$ cat src/rtl/hrs_pkg.sv
package hrs_pkg;
  typedef enum logic {RD_IDLE = 1'b0, RD_SEND = 1'b1} rd_state_e;
endpackage

$ cat src/rtl/hrs_capture.sv
// Freezes hit flags and time words at conversion complete.
module hrs_capture #(
  parameter int NCH = 32,
  parameter int TW  = 10
) (
  input  logic              clk,
  input  logic              rst_n,
  input  logic              fclr,
  input  logic              conv_done,
  input  logic [NCH-1:0]    hit,
  input  logic [NCH*TW-1:0] times,
  output logic [NCH-1:0]    pattern,
  output logic [NCH*TW-1:0] times_q,
  output logic              frozen
);
  always_ff @(posedge clk or negedge rst_n) begin
    if (!rst_n) begin
      pattern <= '0;
      times_q <= '0;
      frozen  <= 1'b0;
    end else if (fclr) begin
      pattern <= '0;
      frozen  <= 1'b0;
    end else if (conv_done && !frozen) begin
      pattern <= hit;
      times_q <= times;
      frozen  <= 1'b1;
    end
  end
endmodule

$ cat src/rtl/hrs_pad.sv
// Low-true pattern pad model: output enable plus data.
module hrs_pad #(
  parameter int NCH = 32
) (
  input  logic           en_n,
  input  logic [NCH-1:0] pattern,
  output logic           oe,
  output logic [NCH-1:0] pat_n
);
  always_comb begin
    oe    = ~en_n;
    pat_n = oe ? ~pattern : '1;
  end
endmodule

$ cat src/rtl/hrs_scan.sv
// Lowest-set-bit finder over the remaining hit mask.
module hrs_scan #(
  parameter int NCH = 32,
  localparam int CW = $clog2(NCH)
) (
  input  logic [NCH-1:0] mask,
  output logic           any,
  output logic [CW-1:0]  idx
);
  always_comb begin
    any = |mask;
    idx = '0;
    for (int i = NCH - 1; i >= 0; i--) begin
      if (mask[i]) idx = CW'(i);
    end
  end
endmodule

$ cat src/rtl/hit_readout_seq.sv
module hit_readout_seq #(
  parameter int NCH = 32,
  parameter int TW  = 10,
  localparam int CW = $clog2(NCH)
) (
  input  logic              clk,
  input  logic              rst_n,
  input  logic [NCH-1:0]    hit_i,
  input  logic [NCH*TW-1:0] time_i,
  input  logic              conv_done_i,
  input  logic              pat_en_n_i,
  input  logic              fclr_i,
  input  logic              rd_req_i,
  output logic              pat_oe_o,
  output logic [NCH-1:0]    pat_n_o,
  output logic              m_valid_o,
  input  logic              m_ready_i,
  output logic [CW-1:0]     m_chan_o,
  output logic [TW-1:0]     m_time_o,
  output logic              m_last_o
);
  import hrs_pkg::*;

  logic [NCH-1:0]    pattern;
  logic [NCH*TW-1:0] times_q;
  logic              frozen;
  rd_state_e         state_q;
  logic [NCH-1:0]    rem_q;
  logic              pend_q;
  logic              any;
  logic [CW-1:0]     idx;
  logic              start;
  logic              accept;

  hrs_capture #(.NCH(NCH), .TW(TW)) u_cap (
    .clk(clk), .rst_n(rst_n), .fclr(fclr_i), .conv_done(conv_done_i),
    .hit(hit_i), .times(time_i), .pattern(pattern), .times_q(times_q),
    .frozen(frozen)
  );

  hrs_pad #(.NCH(NCH)) u_pad (
    .en_n(pat_en_n_i), .pattern(pattern), .oe(pat_oe_o), .pat_n(pat_n_o)
  );

  hrs_scan #(.NCH(NCH)) u_scan (.mask(rem_q), .any(any), .idx(idx));

  assign start  = (state_q == RD_IDLE) && pend_q && frozen;
  assign accept = m_valid_o && m_ready_i;

  always_ff @(posedge clk or negedge rst_n) begin
    if (!rst_n) begin
      state_q <= RD_IDLE;
      rem_q   <= '0;
      pend_q  <= 1'b0;
    end else if (fclr_i) begin
      state_q <= RD_IDLE;
      rem_q   <= '0;
      pend_q  <= 1'b0;
    end else begin
      if (start) begin
        state_q <= RD_SEND;
        rem_q   <= pattern;
        pend_q  <= 1'b0;
      end else if (rd_req_i && state_q == RD_IDLE) begin
        pend_q <= 1'b1;
      end
      if (state_q == RD_SEND && accept) begin
        if (any) rem_q <= rem_q & ~(NCH'(1) << idx);
        else     state_q <= RD_IDLE;
      end
    end
  end

  always_comb begin
    m_valid_o = (state_q == RD_SEND);
    m_last_o  = m_valid_o && !any;
    m_chan_o  = (m_valid_o && any) ? idx : '0;
    m_time_o  = (m_valid_o && any) ? times_q[idx*TW +: TW] : '0;
  end
endmodule

$ cat config.mk
export PLATFORM = sky130hd
export DESIGN_NAME = hit_readout_seq
export DESIGN_NICKNAME = d
export VERILOG_FILES = /design/src/rtl/hrs_pkg.sv /design/src/rtl/hrs_capture.sv /design/src/rtl/hrs_pad.sv /design/src/rtl/hrs_scan.sv /design/src/rtl/hit_readout_seq.sv
export SDC_FILE = /design/constraint.sdc
export NUM_CORES = 1
export LEC_CHECK = 0
export ABC_AREA = 1
export BUFFER_PORTS_ARGS = -buffer_cell sky130_fd_sc_hd__buf_2
export CAP_MARGIN = 20
export CORE_MARGIN = 4
export CORE_UTILIZATION = 55
export DETAILED_ROUTE_END_ITERATION = 12
export PLACE_DENSITY_LB_ADDON = 0.08
export SYNTH_ARGS = -nofsm -noshare
export SYNTH_HDL_FRONTEND = slang
export SYNTH_SLANG_ARGS = --single-unit
$ cat constraint.sdc
create_clock -name clk -period 3.6 [get_ports clk]
set_clock_uncertainty 0.2 [all_clocks]
set_input_delay 0.18 -clock clk [delete_from_list [all_inputs] [get_ports clk]]
set_output_delay 0.18 -clock clk [all_outputs]
set_load 0.02 [all_outputs]
==> impl_metrics.json, run 1 <==
{
  "status": "complete, but fails checks",
  "violations": "setup timing",
  "met3_usage": 0.0964,
  "syn_area_um2": 19200,
  "tritoncts": "done",
  "hold_class": "input pin to async pin",
  "drive_above_1_share": 0.310,
  "finalNonFillerCells": 3442,
  "critical_path.max_fanout": 6,
  "dr.pass1.iters": 6,
  "core-area_um2": 34500,
  "dp_hpwl_mm": 46.3,
  "drt_iter0_drc": 2506,
  "leakagePower_nw": 13.5,
  "fmax_mhz": 236,
  "clk_latency_ps": 570,
  "rsz0062_at_grt": "true",
  "cp_top_family": "simple AND/OR/NAND/NOR gates",
  "setup.worst_path.class": "register to output pin",
  "synth_nets": 2540,
  "cts_buffer_depth": 3,
  "min_period_over_period": 1.18,
  "dpl.cell_count": 2981,
  "grt_pass1_wl_mm": 119,
  "grt_max_degree": 95,
  "areaGrowthSynthToFinish_pct": 47.6,
  "drv_slew": 0,
  "drv_cap": 0,
  "root_buffer": "clkbuf_16",
  "fp-row-count": 68,
  "die-area_um2": 37900,
  "grtUsageTotal": 0.399,
  "synth-seq-area-share": 0.505,
  "num_vias": 20400,
  "worst_pin_slew_ps": 1050,
  "slew_headroom": 0.299,
  "wire_per_inst_um": 22.9,
  "endpoint_kind": "output pin",
  "synth_ff_type": "dfrtp_1",
  "yosysMostFrequentCell": "dfrtp_1",
  "viasPerCell": 5.93,
  "reg2reg_slack_ps": 90,
  "port_buffers": 408,
  "grt_use_met1": 0.503,
  "wl_mm": 78.8,
  "synth_cells": 2181,
  "initial_utilization": 0.556,
  "cp.required_ps": 3220,
  "finalHoldViolCount": 0,
  "drc": 0,
  "clk_pin_slew_ps": 60,
  "final_nets": 3307,
  "ant_nets": 0,
  "top_usage_layer": "met2",
  "setup_viol": 11,
  "yosys.area.top_type": "dfrtp_1",
  "yosys_register_bits": 387,
  "cpPeakStageDelay_ps": 390,
  "crit_path_top_delay_cell": "dfrtp_1",
  "peakVddDrop_mv": 0.450,
  "total_power_w": 0.0162,
  "ios": 409,
  "grt_pass1_vias": 21100,
  "powerDensity_nw_per_um2": 573,
  "post-route-min-period_ps": 4240,
  "synth_top_area_frac": 0.505,
  "crit_path_start_kind": "register",
  "synth_edf_count": 0,
  "die_w_um": 195,
  "cts.sinks": 387,
  "synth_warnings": 0,
  "htreeDepth": 2,
  "antenna_found_initial": 8,
  "synth_cell_type_count": 29,
  "crit_arrival_ps": 3860,
  "cts_buffers": 43,
  "fin_setup_tns_ps": -6110,
  "fin_ws_ps": -635,
  "grtUsageMet2": 0.636,
  "yosys-top-cells-area": "dfrtp_1, mux2_2, nand3_1, nor2_1, nand2_1",
  "path_buf_inv": 5,
  "die_h_um": 195,
  "grt_overflow": 0,
  "place.gp.congestion": 0.988,
  "synthArstFlopShare": 1.00,
  "avgSynthCellArea_um2": 8.79,
  "path_common_cell": "nand2_1",
  "synth.top_cells.by_count": "dfrtp_1, nor2_1, nand3_1, nand2_1, inv_1"
}
## repair_timing
item,in CTS,in global routing
resized for setup,93,105
gates cloned,4,2
pin swaps,20,50
hold buffers,359,0
setup buffers,11,4
endpoints found under the setup margin,11,37
endpoints found under the hold margin,474,0
## metrics by stage
stage	area, um^2	hold slack, ps	worst slack [ps]	util
6_report	28300	26.3	-635	0.821
5_1_grt	28300	107	-948	0.821
4_1_cts	27900	78.4	-578	0.808
3_5_place_dp	22300	73.0	-116	0.647
3_3_place_gp	22300	74.4	-147	0.647
2_1_floorplan	19200	-316	581	-
## sequential cells by signal, summed over array words and instances, names as in the netlist
name	cells
u_cap.times_q	320
rem_q	32
u_cap.pattern	32
pend_q	1
m_valid_o	1
u_cap.frozen	1
## routing by layer
| metal | vias up | share of wire |
|---|---|---|
| met5 | - | 0 |
| met4 | 0 | 0.067 |
| met3 | 391 | 0.11 |
| met2 | 1517 | 0.46 |
| met1 | 9710 | 0.36 |
| li1 | 8783 | - |
## worst register-to-register path, delay by kind of cell (launching register included)
family	cells	cell delay, ps
AND/OR/NAND/NOR	31	1880
buffers and inverters	4	560
AO/OA/AOI/OAI	2	320
flip-flops	1	390
## cells by family (layout without fill, tap and decap cells)
group / Yosys count / count (layout) / share of synthesized area
flip-flops: 387 / 387 / 0.505
multiplexers: 186 / 186 / 0.109
AND/OR/NAND/NOR: 961 / 961 / 0.229
buffers and inverters: 373 / 1169 / 0.0777
other: 0 / 10 / 0
AO/OA/AOI/OAI: 274 / 274 / 0.0785
## final timing paths
path	start	to	depth (start not counted)
worst max-delay path	rem_q[30]	m_time_o[5]	40
worst min-delay path	rst_n	u_cap.times_q[122]	2
worst max register to register	rem_q[30]	rem_q[31]	37
worst min register to register	u_cap.times_q[45]	u_cap.times_q[45]	1
max in group asynchronous	rst_n	u_cap.times_q[37]	3
min in group clk	time_i[159]	u_cap.times_q[159]	3
## report_power, final
| part | switching [W] | total, W | internal (W) |
|---|---|---|---|
| Sequential | 0.000369 | 0.00528 | 0.00491 |
| Clock | 0.00187 | 0.00437 | 0.00250 |
| Combinational | 0.00392 | 0.00655 | 0.00263 |
| Total | 0.00616 | 0.0162 | 0.0100 |
## layout by cell type, fill, tap and decap left out, types with 48 or more instances in the layout
cell and count:
buf_2 395, dfrtp_1 387, dlygate4sd3_1 359, nor2_1 295, inv_1 209, nand2_1 209
mux2_2 186, nand3_1 177, a21oi_1 168, nand3_2 73, nand3b_1 71, nand4_1 62
buf_4 60, o211ai_1 48
## layout make-up
type                    instances  area [um^2]
well taps                     455          569
flip-flops and latches        387         9680
clock buffers                  62         1260
inverters                     218          825
diodes                         10         25.0
repair buffers                877         7130
clock inverters                12          104
fillers                      1972         6170
multi-input cells            1421         8690
No activity file was read; power rests on OpenSTA's default activity.
==> run 2, diff against run 1 <==
Settings changed: CAP_MARGIN 20 to default, CORE_MARGIN 4 to 2, CTS_CLUSTER_DIAMETER from default to 200.
==> run 2 against run 1 <==
Compared with the run above:
- the flow finishes with violations (hold timing, setup timing)
- power is 0.74% higher
- sequential power hardly changed
- setup slack worse by 60 ps
- cell count hardly changed
- non-clock buffer count is 1 higher
- worst hold slack worse by 29 ps
- critical path depth is 1 higher
- critical path type unchanged
- critical endpoint is now m_time_o[7]
==> impl_metrics.json, run 2 (synthesis results as in run 1) <==
{
  "status": "complete, but fails checks",
  "violations": "hold timing, setup timing",
  "endpoint_kind": "output pin",
  "num_vias": 20400,
  "place.gp.congestion": 0.958,
  "areaGrowthSynthToFinish_pct": 47.3,
  "place_ws_ps": -94.3,
  "die_h_um": 191,
  "clk_pin_slew_ps": 60,
  "top_usage_layer": "met2",
  "cts.sinks": 387,
  "rsz0062_at_grt": "true",
  "crit_path_top_delay_cell": "dfrtp_1",
  "powerDensity_nw_per_um2": 578,
  "p_int_w": 0.0102,
  "crit_path_start_kind": "register",
  "hold_class": "input pin to async pin",
  "viasPerCell": 5.91,
  "largest-register": "u_cap.times_q",
  "hold_slack_ps": -3.10,
  "place_area_um2": 22200,
  "cts_buffer_depth": 3,
  "cpPeakStageDelay_ps": 400,
  "peakVddDrop_mv": 0.498,
  "path_common_cell": "nand2_1",
  "wl_mm": 77.7,
  "tritoncts": "done",
  "final_nets": 3307,
  "largest_register_ffs": 320,
  "grt_overflow": 0,
  "ios": 409,
  "crit_arrival_ps": 3920,
  "final_cell_mix": "buf_2, dfrtp_1, dlygate4sd3_1",
  "grt_use_met1": 0.507,
  "grt_pass1_vias": 20200,
  "fmax_mhz": 233,
  "slew_headroom": 0.335,
  "drv_cap": 0,
  "root_buffer": "clkbuf_16",
  "pwr-share-clk": 0.278,
  "reg.largest.list": "u_cap.times_q (320), rem_q (32), u_cap.pattern (32)",
  "fin_ws_ps": -695,
  "met3_usage": 0.0975,
  "grt_pass1_wl_mm": 113,
  "leakagePower_nw": 13.5,
  "layout_commonest_cell": "buf_2",
  "critical_path.max_fanout": 6,
  "drive_above_1_share": 0.305,
  "cp.required_ps": 3220,
  "min_period_over_period": 1.19,
  "die-area_um2": 36400,
  "multi_input_area_um2": 8650,
  "drv_slew": 0,
  "drc": 0,
  "dr.pass1.iters": 6,
  "antenna_found_initial": 8,
  "grtUsageMet2": 0.658,
  "core-area_um2": 34500,
  "sw_frac_of_total": 0.375,
  "switchingPower_w": 0.00613,
  "dpl.cell_count": 2974,
  "port_buffers": 408,
  "htreeDepth": 2,
  "stdcell_area_um2": 28200,
  "cts_buffers": 42,
  "setup_viol": 16,
  "finalHoldViolCount": 1,
  "nFillCells": 2077,
  "fp-row-count": 68,
  "seq_power_share": 0.321,
  "seqCellArea_um2": 9680,
  "die_w_um": 191,
  "wire_per_inst_um": 22.6,
  "grtUsageTotal": 0.407,
  "initial_utilization": 0.556,
  "clk_latency_ps": 550,
  "worst_pin_slew_ps": 996,
  "setup.worst_path.class": "register to output pin",
  "grt_max_degree": 94,
  "drt_iter0_drc": 2015,
  "post-route-min-period_ps": 4300,
  "dp_hpwl_mm": 44.3,
  "finalNonFillerCells": 3443,
  "power_frac_comb": 0.401,
  "ant_nets": 0
}
[run 2: changes by cell type in the layout (fill, tap and decap cells not counted), sizes merged]
| cell | delta |
|---|---|
| clkinv | +3 |
| bufinv | +4 |
| dlygate4sd3 | -1 |
| clkinvlp | -1 |
| diode | -3 |
| inv | +1 |
| buf | -2 |
[run 2: final timing paths]
check	from	cells after the start	end	slack, ps
max in group asynchronous	rst_n	3	u_cap.pattern[0]	2150
worst min-delay path	rst_n	2	u_cap.times_q[132]	-3
worst max register to register	rem_q[30]	47	rem_q[17]	-470
worst max-delay path	rem_q[30]	41	m_time_o[7]	-700
worst min register to register	u_cap.times_q[286]	1	u_cap.times_q[286]	300
min in group clk	time_i[33]	3	u_cap.times_q[33]	190
[run 2: final cells by class]
class | instances | area share
antenna | 7 | 0.000620
sequential | 387 | 0.343
inverter | 218 | 0.0291
tap | 455 | 0.0202
clock inverter | 19 | 0.00806
clock buffer | 58 | 0.0426
multi-input combinational | 1421 | 0.306
timing repair buffer | 878 | 0.250
[run 2: critical path: cells and delay by family, from the launching register on]
kind | cells | cell delay, ps
simple gates | 37 | 2430
buf+inv | 4 | 540
flops | 1 | 400
[run 2: power by group through the flow]
stage               Combinational (W)  Sequential, W  Clock [W]
floorplan                     0.00299        0.00515          0
global placement              0.00493        0.00526          0
detailed placement            0.00500        0.00527          0
CTS                           0.00544        0.00520    0.00454
global route                  0.00687        0.00528    0.00473
finish                        0.00654        0.00525    0.00454
[run 2: layer usage]
layer  vias up  routed length, um
met1      9773              28300
met3       367               7990
li1       8797                  -
met4         2               4950
met5         -                 15
met2      1425              36400
[run 2: stage by stage]
stage,total power [W],setup TNS (ps),util
finish,0.0163,-8410,0.819
global placement,0.0102,-168,0.643
detailed placement,0.0103,-209,0.643
global route,0.0169,-16690,0.819
CTS,0.0152,-5350,0.793
floorplan,0.00814,0,-
[run 2: timing repair]
item                                   in CTS  in global routing
setup buffers                               0                 20
endpoints found under the hold margin     527                  0
hold buffers                              358                  0
pin swaps                                   0                 38
setup endpoints to repair                  12                 43
gates cloned                                0                  7
resized for setup                          40                138
==> run 3, diff against run 2 <==
Settings changed: CORE_UTILIZATION 55 to 40.
==> run 3 against run 2 <==
Compared with the run above:
- sequential power barely moved
- clock-buffer cell count rose by 4
- power rose by 2.0%
- highest routed layer is now met4
- critical path depth fell by 15
- register-to-register slack improved by 520 ps
- clock power rose by 13%
- routed wire length fell by 2.6%
- worst hold slack improved by 31 ps
- cell area rose by 1.4%
- the flow finishes with violations (capacitance limit, slew limit, setup timing)
==> impl_metrics.json, run 3 (synthesis results as in run 1) <==
{
  "crit_path_top_delay_cell": "dfrtp_1",
  "largest_register_ffs": 320,
  "fp-row-count": 80,
  "port_buffers": 408,
  "htreeDepth": 2,
  "path_common_cell": "nand2_1",
  "final_cell_mix": "buf_2, dfrtp_1, dlygate4sd3_1",
  "fin_ws_ps": -649,
  "areaGrowthSynthToFinish_pct": 49.3,
  "grtUsageTotal": 0.304,
  "drc": 0,
  "power_frac_comb": 0.378,
  "crit_path_start_kind": "register",
  "cts.sinks": 387,
  "die-area_um2": 49700,
  "cts_buffer_depth": 3,
  "p_int_w": 0.0107,
  "reg.largest.list": "u_cap.times_q (320), rem_q (32), u_cap.pattern (32)",
  "r2r_start": "rem_q[30]",
  "core-area_um2": 47500,
  "cts_buffers": 45,
  "sw_frac_of_total": 0.358,
  "antenna_found_initial": 1,
  "dp_hpwl_mm": 51.3,
  "wl_mm": 75.6,
  "reg2reg_slack_ps": 50,
  "cp_top_family": "simple AND/OR/NAND/NOR gates",
  "peakVddDrop_mv": 0.386,
  "slew_headroom": -0.00311,
  "drv_cap": 1,
  "clk_pin_slew_ps": 60,
  "fmax_mhz": 235,
  "cpPeakStageDelay_ps": 380,
  "viasPerCell": 5.25,
  "endpoint_kind": "output pin",
  "crit_arrival_ps": 3870,
  "final_nets": 3319,
  "r2r_cells": 24,
  "nFillCells": 4033,
  "drt_iter0_drc": 1383,
  "reg2reg_to": "rem_q[27]",
  "rsz0062_at_grt": "true",
  "setup.worst_path.class": "register to output pin",
  "clk_latency_ps": 590,
  "grt_overflow": 0,
  "initial_utilization": 0.403,
  "pwr-share-clk": 0.308,
  "status": "complete, but fails checks",
  "die_w_um": 223,
  "grt_max_degree": 100,
  "grt_pass1_wl_mm": 115,
  "switchingPower_w": 0.00595,
  "worst_pin_slew_ps": 1500,
  "leakagePower_nw": 13.6,
  "grt_pass1_vias": 19500,
  "largest-register": "u_cap.times_q",
  "path_buf_inv": 7,
  "min_period_over_period": 1.18,
  "ant_nets": 0,
  "cp.required_ps": 3220,
  "total_power_w": 0.0166,
  "drv_slew": 1,
  "root_buffer": "clkbuf_16",
  "crit_start": "rem_q[30]",
  "critical_path.max_fanout": 46,
  "powerDensity_nw_per_um2": 581,
  "ios": 409,
  "dr.pass1.iters": 5,
  "die_h_um": 223,
  "tritoncts": "done",
  "utilization": 0.602,
  "post-route-min-period_ps": 4250,
  "hold_class": "input pin to async pin",
  "finalHoldViolCount": 0,
  "violations": "capacitance limit, slew limit, setup timing",
  "num_vias": 19000,
  "wire_per_inst_um": 20.9,
  "seq_power_share": 0.314,
  "setup_viol": 12,
  "place.gp.congestion": 0.916,
  "layout_commonest_cell": "buf_2",
  "drive_above_1_share": 0.307
}
==> run 3: layer usage <==
layer	vias up	wire length [um]	track usage	share of wire
met3	163	3860	0.0428	0.051
met4	0	3200	0.131	0.042
li1	8823	-	-	-
met5	-	0	0	0
met2	682	36100	0.499	0.48
met1	9289	32400	0.402	0.43
==> run 3: repair_timing <==
action                                  in CTS  in global routing
gates cloned                                 1                  1
hold buffers                               358                  0
buffers inserted                             7                  6
pin swaps                                   17                 37
endpoints found under the setup margin      12                 41
endpoints found under the hold margin      456                  0
gates resized for setup                     85                 70
==> run 3: worst register-to-register path, cell delays in order (launching register included) <==
cell	delay (ps)
dfrtp_1	350
buf_4	110
buf_4	90
nor2_1	40
o311ai_0	310
nand3_1	140
nand3_1	100
nand3_1	70
nand3_1	70
nand3_1	80
nand2_1	70
nand2_1	50
nand2_1	60
nand2_1	50
nand2_1	60
nand2_1	80
a31oi_4	200
buf_12	170
nand3_4	90
buf_4	200
nor2_1	170
buf_4	140
nand2_1	130
o211ai_1	270
a21oi_1	100
==> run 3: cell type report <==
| cell class | instances | area [um^2] | area share |
|---|---|---|---|
| timing repair buffer | 887 | 7070 | 0.247 |
| multi-input combinational | 1421 | 8610 | 0.301 |
| inverter | 218 | 823 | 0.0288 |
| tap | 615 | 769 | 0.0269 |
| clock buffer | 62 | 1330 | 0.0466 |
| clock inverter | 19 | 332 | 0.0116 |
| antenna | 1 | 2.50 | 0.0000874 |
| sequential | 387 | 9680 | 0.338 |
==> run 3: power groups by stage <==
stage	logic [W]	clock network, W	registers (W)
6_report	0.00629	0.00513	0.00523
5_1_grt	0.00679	0.00540	0.00528
4_1_cts	0.00604	0.00523	0.00522
3_5_place_dp	0.00538	0	0.00529
3_3_place_gp	0.00534	0	0.00529
2_1_floorplan	0.00299	0	0.00515
==> run 3: how the worst max path moves through the flow <==
| stage | endpoint | slack, ps | cells after the start |
|---|---|---|---|
| floorplan | m_time_o[7] | 580 | 40 |
| global placement | m_time_o[0] | -280 | 40 |
| detailed placement | m_time_o[0] | -240 | 40 |
| CTS | m_time_o[4] | -680 | 42 |
| global route | m_time_o[0] | -1000 | 41 |
| finish | m_time_o[0] | -650 | 26 |
==> run 3: per-stage QoR <==
| step | instance area (um^2) | hold slack [ps] | TNS [ps] | instances | setup slack, ps |
|---|---|---|---|---|---|
| 2_1_floorplan | 19200 | -316 | 0 | 2181 | 581 |
| 3_3_place_gp | 22600 | 85.5 | -2080 | 3158 | -284 |
| 3_5_place_dp | 22600 | 86.7 | -1330 | 3158 | -243 |
| 4_1_cts | 28300 | 57.5 | -7080 | 3605 | -682 |
| 5_1_grt | 28600 | 98.1 | -13080 | 3610 | -1000 |
| 6_report | 28600 | 28.3 | -6570 | 3610 | -649 |
